===== src/rtl/sched_walker.sv =====
module sched_walker #(
  parameter int MAX_ITER = 16
) (
  input  logic        clk,
  input  logic        rst_n,
  input  logic        sched_en,
  input  logic        async_mode,
  input  logic        kick,
  input  logic [31:0] list_base,
  output logic        mem_req,
  output logic        mem_we,
  output logic [31:0] mem_addr,
  output logic [31:0] mem_wdata,
  input  logic        mem_ack,
  input  logic [31:0] mem_rdata,
  output logic        xact_req,
  output logic [31:0] xact_qtd,
  input  logic        xact_ack,
  input  logic        xact_nak,
  output logic [3:0]  state_o
);
  localparam int IW = $clog2(MAX_ITER + 1);
  localparam logic [31:0] LOW_LIMIT = 32'h1000;
  localparam int HEAD_BIT = 15;
  localparam int ACT_BIT  = 7;
  localparam int HALT_BIT = 6;

  typedef enum logic [3:0] {
    S_IDLE = 4'd0, S_READY = 4'd1, S_BUSY = 4'd2, S_SLEEP = 4'd3,
    S_HUNT = 4'd4, S_ENTRY = 4'd5, S_QHEAD = 4'd6, S_ISO = 4'd7,
    S_ADV = 4'd8, S_QTD = 4'd9, S_EXEC = 4'd10, S_WBACK = 4'd11,
    S_HORIZ = 4'd12
  } st_t;

  st_t st;
  logic [2:0]    widx, last_w;
  logic [31:0]   fetch_addr, scan_addr, qh_addr, qh_link, qh_cur;
  logic [31:0]   ovl_next, ovl_alt, ovl_tok, qtd_addr, base;
  logic          qh_head, recl;
  logic [IW-1:0] iter;

  always_comb begin
    case (st)
      S_HUNT:  base = scan_addr;
      S_QHEAD: base = qh_addr;
      S_ISO:   base = fetch_addr;
      default: base = qtd_addr;
    endcase
    case (st)
      S_HUNT:  last_w = 3'd1;
      S_QHEAD: last_w = 3'd5;
      S_QTD:   last_w = 3'd2;
      default: last_w = 3'd0;
    endcase
  end

  assign mem_req   = (st == S_HUNT) || (st == S_QHEAD) || (st == S_ISO) ||
                     (st == S_QTD) || (st == S_WBACK);
  assign mem_we    = (st == S_WBACK);
  assign mem_addr  = (base & ~32'h1F) + {27'd0, (st == S_WBACK) ? 3'd2 : widx, 2'b00};
  assign mem_wdata = ovl_tok & ~(32'd1 << ACT_BIT);
  assign xact_req  = (st == S_BUSY);
  assign xact_qtd  = qtd_addr;
  assign state_o   = st;

  wire fin       = mem_ack && (widx == last_w);
  wire alt_ok    = (ovl_alt > LOW_LIMIT) && !ovl_alt[0];
  wire next_ok   = (ovl_next > LOW_LIMIT) && !ovl_next[0];
  wire take_alt  = (ovl_tok[30:16] != 15'd0) && alt_ok;

  always_ff @(posedge clk) begin
    if (!rst_n) begin
      st <= S_IDLE;
      widx <= '0;
      fetch_addr <= '0; scan_addr <= '0; qh_addr <= '0; qh_link <= '0;
      qh_cur <= '0; ovl_next <= '0; ovl_alt <= '0; ovl_tok <= '0;
      qtd_addr <= '0; qh_head <= 1'b0; recl <= 1'b0; iter <= '0;
    end else begin
      if (mem_req && mem_ack) widx <= fin ? 3'd0 : widx + 3'd1;
      case (st)
        S_IDLE: if (sched_en) st <= S_READY;
        S_READY: begin
          widx <= '0;
          if (!sched_en) st <= S_IDLE;
          else if (kick) begin
            iter <= '0;
            if (async_mode) begin
              if (list_base != 32'd0) begin
                scan_addr <= list_base;
                recl <= 1'b1;
                st <= S_HUNT;
              end
            end else begin
              fetch_addr <= list_base;
              st <= S_ENTRY;
            end
          end
        end
        S_HUNT: if (mem_ack) begin
          if (widx == 3'd0) qh_link <= mem_rdata;
          else if (mem_rdata[HEAD_BIT]) begin
            fetch_addr <= scan_addr | (async_mode ? 32'h2 : 32'h0);
            iter <= '0;
            st <= S_ENTRY;
          end else if ((qh_link[31:5] == list_base[31:5]) ||
                       (iter == IW'(MAX_ITER - 1))) begin
            st <= S_READY;
          end else begin
            scan_addr <= qh_link;
            iter <= iter + 1'b1;
          end
        end
        S_ENTRY: begin
          if (fetch_addr < LOW_LIMIT) st <= S_READY;
          else begin
            case (fetch_addr[2:1])
              2'd1: begin
                if (iter == IW'(MAX_ITER)) st <= S_READY;
                else begin
                  iter <= iter + 1'b1;
                  qh_addr <= fetch_addr;
                  st <= S_QHEAD;
                end
              end
              2'd0: st <= S_ISO;
              default: st <= S_READY;
            endcase
          end
        end
        S_QHEAD: if (mem_ack) begin
          case (widx)
            3'd0: qh_link <= mem_rdata;
            3'd1: qh_head <= mem_rdata[HEAD_BIT];
            3'd2: qh_cur <= mem_rdata;
            3'd3: ovl_next <= mem_rdata;
            3'd4: ovl_alt <= mem_rdata;
            default: begin
              ovl_tok <= mem_rdata;
              if (async_mode && qh_head && !recl) st <= S_READY;
              else begin
                if (async_mode && qh_head) recl <= 1'b0;
                if (mem_rdata[HALT_BIT]) st <= S_HORIZ;
                else if (mem_rdata[ACT_BIT] && (qh_cur > LOW_LIMIT)) begin
                  qtd_addr <= qh_cur;
                  st <= S_QTD;
                end else st <= S_ADV;
              end
            end
          endcase
        end
        S_ISO: if (mem_ack) begin
          fetch_addr <= mem_rdata;
          st <= S_ENTRY;
        end
        S_ADV: begin
          if (take_alt) begin
            qtd_addr <= ovl_alt;
            st <= S_QTD;
          end else if (next_ok) begin
            qtd_addr <= ovl_next;
            st <= S_QTD;
          end else st <= S_HORIZ;
        end
        S_QTD: if (mem_ack) begin
          case (widx)
            3'd0: ovl_next <= mem_rdata;
            3'd1: ovl_alt <= mem_rdata;
            default: begin
              ovl_tok <= mem_rdata;
              st <= mem_rdata[ACT_BIT] ? S_EXEC : S_HORIZ;
            end
          endcase
        end
        S_EXEC: begin
          iter <= '0;
          recl <= 1'b1;
          st <= S_BUSY;
        end
        S_BUSY: if (xact_ack) st <= xact_nak ? S_HORIZ : S_WBACK;
        S_WBACK: if (mem_ack) begin
          ovl_tok[ACT_BIT] <= 1'b0;
          st <= S_ADV;
        end
        S_HORIZ: begin
          if (fetch_addr != qh_link) begin
            fetch_addr <= qh_link;
            st <= S_ENTRY;
          end else st <= S_READY;
        end
        default: st <= S_READY;
      endcase
    end
  end


  bad_entry_chk: assert property (@(posedge clk) disable iff (!rst_n)
    (st == S_ENTRY && fetch_addr < LOW_LIMIT) |=> (st == S_READY));

  qtd_ptr_chk: assert property (@(posedge clk) disable iff (!rst_n)
    (st == S_QTD && $past(st) == S_QHEAD) |-> (qtd_addr > LOW_LIMIT));

  exec_start_chk: assert property (@(posedge clk) disable iff (!rst_n)
    (st == S_EXEC) |=> (st == S_BUSY && xact_req));

  wb_done_chk: assert property (@(posedge clk) disable iff (!rst_n)
    (st == S_WBACK && mem_ack) |=> (st == S_ADV));

  horiz_exit_chk: assert property (@(posedge clk) disable iff (!rst_n)
    (st == S_HORIZ) |=> (st == S_ENTRY || st == S_READY));

  iter_cap_chk: assert property (@(posedge clk) disable iff (!rst_n)
    iter <= IW'(MAX_ITER));

  addr_hold_chk: assert property (@(posedge clk) disable iff (!rst_n)
    (mem_req && !mem_ack) |=> $stable(mem_addr));
endmodule


===== config.mk =====
export PLATFORM = sky130hd
export DESIGN_NAME = sched_walker
export DESIGN_NICKNAME = d
export VERILOG_FILES = /design/src/rtl/sched_walker.sv
export SDC_FILE = /design/constraint.sdc
export NUM_CORES = 1
export LEC_CHECK = 0
export ABC_AREA = 1
export ABC_CLOCK_PERIOD_IN_PS = 1900
export BUFFER_PORTS_ARGS = -buffer_cell sky130_fd_sc_hd__buf_2
export CORE_MARGIN = 4
export CORE_UTILIZATION = 50
export DETAILED_ROUTE_END_ITERATION = 8
export PLACE_DENSITY_LB_ADDON = 0.1
export SYNTH_ARGS = -nofsm -noshare
export SYNTH_HDL_FRONTEND = slang
export SYNTH_SLANG_ARGS = --single-unit

===== constraint.sdc =====
create_clock -name clk -period 1.9 [get_ports clk]
set_clock_uncertainty 0.1 [all_clocks]
set_input_delay 0.38 -clock clk [delete_from_list [all_inputs] [get_ports clk]]
set_output_delay 0.38 -clock clk [all_outputs]
set_load 0.05 [all_outputs]

==> results of run 1 <==
## metrics by stage
stage | util | power [mW] | TNS, ps | instance area, um2
after floorplan | - | 10.8 | -4290 | 15800
after global placement | 0.634 | 13.0 | -28440 | 18800
after detailed placement | 0.634 | 13.1 | -32640 | 18800
after CTS | 0.705 | 20.2 | -24480 | 20900
after global routing | 0.725 | 22.0 | -70370 | 21500
final | 0.725 | 21.2 | -45010 | 21500
## state kept, by name (all words and copies together) (netlist names), 4 cells and up
signal,flops
qh_link,32
ovl_alt,32
state_o,4
fetch_addr,32
xact_qtd,32
qh_addr,27
iter,5
qh_cur,32
ovl_next,32
ovl_tok,31
scan_addr,32
## tightest hold or removal path: stages
cell     delay (ps)
buf_6           150
nand2_1          80
nor2_1           30
## what timing repair did
| action | 4_1_cts | 5_1_grt |
|---|---|---|
| setup endpoints to repair | 268 | 301 |
| gates cloned | 4 | 7 |
| buffers inserted | 22 | 23 |
| pin swaps | 25 | 19 |
| gates resized for setup | 237 | 164 |
## kinds of logic after synthesis
group,after synthesis
flops,296
other cells,1
buf+inv,384
fa+ha+maj,8
xor+xnor,40
compound gates,603
simple gates,967
## path summary, 6_finish.rpt
kind / endpoint / slack [ps] / cells after the start
worst max register to register: fetch_addr[22] / -370 / 13
worst min register to register: qh_addr[18] / 340 / 2
worst min-delay path: recl / 60 / 3
worst max-delay path: mem_addr[14] / -590 / 6
## power by group through the flow
stage | Clock [mW] | Combinational [mW] | Sequential [mW]
2_1_floorplan | 0 | 3.29 | 7.48
3_3_place_gp | 0 | 5.61 | 7.43
3_5_place_dp | 0 | 5.69 | 7.45
4_1_cts | 6.54 | 6.28 | 7.38
5_1_grt | 6.79 | 7.69 | 7.51
6_report | 6.50 | 7.21 | 7.45
## synth_stat cells (2+ instances only)
cell type  number  area, um2
a21oi_1       221       1110
a221oi_1       12        105
a31oi_1         3       18.8
and2_1          8       50.1
buf_1           2       7.51
buf_2          41        205
buf_4           5       37.5
buf_6           2       22.5
clkbuf_1       82        308
dfxtp_1       296       5930
ha_1            8        100
inv_1         243        912
inv_2           8       30.0
nand2_1       493       1850
nand2_2         5       31.3
nand3_1       109        546
nand3b_1        2       15.0
nand4_1        15       93.8
nor2_1        308       1160
nor2_2          4       25.0
nor2_4          3       33.8
nor3_1         12       60.1
nor4_1          2       12.5
o2111ai_1      32        280
o211ai_1        7       52.6
o21ai_0       308       1540
o21ai_1        12       60.1
or2_2           2       12.5
xnor2_1        37        324
xor2_1          3       26.3
## final cells by class
cell class / count / share of cell area
sequential: 296 / 0.277
tap: 390 / 0.0227
timing repair buffer: 493 / 0.195
inverter: 251 / 0.0454
clock buffer: 48 / 0.0466
clock inverter: 8 / 0.00389
multi-input combinational: 1621 / 0.409
## routing by layer
metal / track usage / vias to the layer above / wire, um
met5: 0 / - / 7
met4: 0.122 / 2 / 2620
met3: 0.0561 / 185 / 5700
met2: 0.554 / 919 / 27500
met1: 0.471 / 8090 / 25000
li1: - / 8264 / -
==> flow_metrics.tcl, run 1 <==
set metrics [dict create \
    ff_latch_area_um2 5970 \
    htreeDepth 2 \
    synth_xor_area_frac 0.0232 \
    p_int_mw 13.7 \
    synthCells 2299 \
    num_vias 17500 \
    cp.required_ps 1420 \
    grt_usage 0.345 \
    drt_pass1_iterations 6 \
    cts_tree "done" \
    post-place-cells 3002 \
    p_switching_mw 7.49 \
    overflow 0 \
    rows 63 \
    clockPowerShare 0.307 \
    post-place-ws_ps -262 \
    startpoint "state_o[3]" \
    synth-simple-area-share 0.260 \
    hold_ws_ps 64.4 \
    cts_buffers 34 \
    clkTransAtPathRegs_ps 70 \
    regToRegStartpoint "state_o[0]" \
    nets 2777 \
    setup_ws_ps -586 \
    cts_root_buf "clkbuf_16" \
    grt_pass1_vias 16300 \
    synthFlopType "dfxtp_1" \
    die_area_um2 33000 \
    hpwl_mm 42.7 \
    drt-initial-drc-count 1663 \
    period_minus_slack_ps 2490 \
    synth_compound_area_frac 0.215 \
    rsz0062_at_grt "yes" \
    critPathLaunchType "flop" \
    critPathTopFamily "buffers and inverters" \
    synth.distinct_cells 44 \
    critPathMaxFanout 16 \
    num-fill-cells 2416 \
    ys_warn_count 0 \
    critical-path-slowest-cell "dfxtp_4" \
    async_flop_share 0 \
    avgSynthCellArea_um2 6.55 \
    max_freq_mhz 402 \
    grt_max_degree 68 \
    multi_input_comb_area_um2 8810 \
    antenna_found_initial 3 \
    num_io_pins 175 \
    min_from "rst_n" \
    dieHeight_um 182 \
    seqPwrFrac 0.352 \
    ctsHoldBuffers 0 \
    violations "setup timing" \
    cts_sinks 296 \
    viasPerCell 5.62 \
    swShare 0.354 \
    path_class "reg -> out" \
    irDropWorstVdd_mv 0.762 \
    synth_mux_area_frac 0 \
    p_leak_nw 9.62 \
    core_area_um2 29700 \
    synth_top_family_by_area "simple AND/OR/NAND/NOR gates" \
    arrival_ps 2010 \
    final_common_cell "nand2_1" \
    drive_gt1_frac 0.294 \
    ys_seq_area_frac 0.393 \
    ys_ff_latch 296 \
    power_density_nw_per_um2 983 \
    port_buffers 171 \
    path_cells "buf_6 -> nor2_4 -> nand2_4 -> buf_12 -> o2111ai_4 -> buf_6" \
    outcome "complete, but fails checks" \
    end_kind "primary output" \
    hold_viol_final 0 \
    slew_viol_final 0 \
    yosys.area_share.adder 0.00664 \
    hold_path_class "in -> reg" \
    finalNonFillerCells 3107 \
    final_cell_mix "400 x nand2_1, 270 x dfxtp_1, 263 x nor2_1" \
    finalWirelength_mm 60.8 \
    die_width_um 182 \
    grt_pass1_wl_mm 91.3 \
    globalplace.congestion 0.941 \
    cpMostUsedCell "buf_6" \
    drt_drc_violations_left 0 \
    syn2layout_area_growth_pct 42.9 \
    synth_area_um2 15100 \
    power_frac_comb 0.341 \
    wl_per_cell_um 19.6 \
    start_util 0.507 \
    setup_violations 292 \
    route.antenna.remaining_nets 0 \
    clk_path_buf_depth 3 \
    synth_edf_count 0 \
    max_stage_delay_ps 360 \
    insertion_delay_ps 520 \
    path_buf_inv 3 \
    fin_crit_sh 1.31 \
    maxCapViolCount 0 \
    n_antenna_cell 0 \
]
(Power assumes the default switching activity.)
==> run 2, diff against run 1 <==
--- a/config.mk
+++ b/config.mk
@@ -10,8 +10,10 @@
 export BUFFER_PORTS_ARGS = -buffer_cell sky130_fd_sc_hd__buf_2
 export CORE_MARGIN = 4
 export CORE_UTILIZATION = 50
+export CTS_CLUSTER_DIAMETER = 40
 export DETAILED_ROUTE_END_ITERATION = 8
 export PLACE_DENSITY_LB_ADDON = 0.1
+export REMOVE_ABC_BUFFERS = 1
 export SYNTH_ARGS = -nofsm -noshare
 export SYNTH_HDL_FRONTEND = slang
 export SYNTH_SLANG_ARGS = --single-unit
==> run 2 against run 1 <==
- the run ends with DRC, setup timing left
- global-route usage up 2.8 points
- via count up 9.1%
- non-clock buffer count up 42
- critical path type unchanged
- largest cell class unchanged
- highest routed layer is now met4
==> flow_metrics.tcl, run 2 (same netlist as run 1, synthesis figures left out) <==
set metrics [dict create \
    grt_pass1_vias 17200 \
    ff_latch_area_um2 5950 \
    irDropWorstVdd_mv 0.897 \
    grt_pass1_wl_mm 98.1 \
    core_area_um2 29700 \
    tightest_slew_ps 506 \
    path_cells "inv_4 -> nand2_4 -> nor2_4 -> buf_12 -> buf_8 -> buf_6 -> nand2_4 -> o2111ai_4 -> buf_6" \
    drt-initial-drc-count 2453 \
    outcome "complete, but fails checks" \
    wl_per_cell_um 22.5 \
    stdcell_area_um2 24300 \
    min_path_cells 3 \
    end_kind "primary output" \
    hpwl_mm 42.3 \
    grt_max_degree 62 \
    num_io_pins 175 \
    die_width_um 182 \
    grt_usage 0.373 \
    post-place-ws_ps -357 \
    arrival_ps 1930 \
    port_buffers 171 \
    critPathMaxFanout 6 \
    cts_sinks 296 \
    clk_path_buf_depth 3 \
    overflow 0 \
    max_stage_delay_ps 360 \
    syn2layout_area_growth_pct 61.0 \
    cp.required_ps 1420 \
    ctsHoldBuffers 0 \
    rsz0062_at_grt "yes" \
    start_util 0.507 \
    min_from "mem_rdata[24]" \
    cts_root_buf "clkbuf_16" \
    hold_path_class "in -> reg" \
    power_density_nw_per_um2 1050 \
    critical-path-slowest-cell "dfxtp_4" \
    cts_buffers 45 \
    max-slew-margin-rel 0.659 \
    worstRegToRegCells 17 \
    whs_endpoint "ovl_alt[24]" \
    path_class "reg -> out" \
    cts_tree "done" \
    globalplace.congestion 0.993 \
    clkTransAtPathRegs_ps 60 \
    drt_pass1_iterations 9 \
    post-place-cells 3002 \
    violations "DRC, setup timing" \
    final_cell_mix "354 x nand2_1, 288 x dfxtp_1, 241 x buf_4" \
    dieHeight_um 182 \
    hold_ws_ps 28.8 \
    finalNonFillerCells 3176 \
    route.antenna.remaining_nets 0 \
    max_freq_mhz 414 \
    r2r_slack_ps -470 \
    place_area_um2 18300 \
    regToRegStartpoint "state_o[3]" \
    reg2reg_to "fetch_addr[19]" \
    rows 63 \
    drive_gt1_frac 0.376 \
    maxCapViolCount 0 \
    antenna_found_initial 1 \
    setup_violations 304 \
    p_leak_nw 10.5 \
    finalWirelength_mm 71.4 \
    htreeDepth 2 \
    viasPerCell 6.00 \
    multi_input_comb_area_um2 9960 \
    num-fill-cells 1853 \
    die_area_um2 33000 \
    setup_ws_ps -515 \
    final_common_cell "nand2_1" \
    num_vias 19000 \
    period_minus_slack_ps 2410 \
    hold_viol_final 0 \
    critPathLaunchType "flop" \
    fin_crit_sh 1.27 \
    slew_viol_final 0 \
    nets 2830 \
    insertion_delay_ps 560 \
    drt_drc_violations_left 1 \
    fin_setup_tns_ps -69760 \
]
-- run 2: repair_timing --
| item | in CTS | in global routing |
|---|---|---|
| resized for setup | 378 | 463 |
| endpoints found under the setup margin | 290 | 329 |
| endpoints found under the hold margin | 0 | 0 |
| cloned | 21 | 16 |
| setup buffers | 41 | 34 |
| pin swaps | 38 | 119 |
-- run 2: area by class of cell --
cell class / count / share of cell area
well taps: 390 / 0.0201
clock inverters: 25 / 0.0124
inverters: 251 / 0.0409
repair buffers: 535 / 0.218
flip-flops and latches: 296 / 0.245
clock buffers: 57 / 0.0533
diodes: 1 / 0.000103
multi-input cells: 1621 / 0.410
-- run 2: how the worst max path moves through the flow --
stage          startpoint  slack [ps]            to  cells after the start
5_1_grt        state_o[3]        -550  mem_addr[23]                      9
2_1_floorplan  state_o[3]       -2320   xact_qtd[0]                      7
4_1_cts        state_o[2]        -490  mem_addr[16]                      8
6_report       state_o[3]        -510  mem_addr[23]                      9
3_3_place_gp   state_o[3]        -310   ovl_tok[13]                     11
3_5_place_dp   state_o[2]        -360  mem_addr[21]                      6
-- run 2: stage by stage --
stage | power [mW] | util
6_report | 25.5 | 0.817
2_1_floorplan | 10.4 | -
4_1_cts | 23.3 | 0.743
5_1_grt | 26.2 | 0.816
3_5_place_dp | 13.0 | 0.616
3_3_place_gp | 12.9 | 0.616
-- run 2: critical path, delay by kind of cell (launching register included) --
family / cells / cell delay (ps)
simple gates: 3 / 230
flops: 1 / 360
compound gates: 1 / 100
buf+inv: 5 / 690
-- run 2: metal layers --
layer	GRT usage	vias to the layer above	share of wire
li1	-	8403	-
met1	0.494	8929	0.37
met2	0.577	1366	0.44
met3	0.0681	345	0.12
met4	0.201	0	0.071
met5	0	-	0
-- run 2: power breakdown --
group	internal [mW]	total, mW	switching, mW
clock network	5.42	8.71	3.29
registers	6.87	7.57	0.703
logic	3.89	9.22	5.34
total	16.2	25.5	9.34
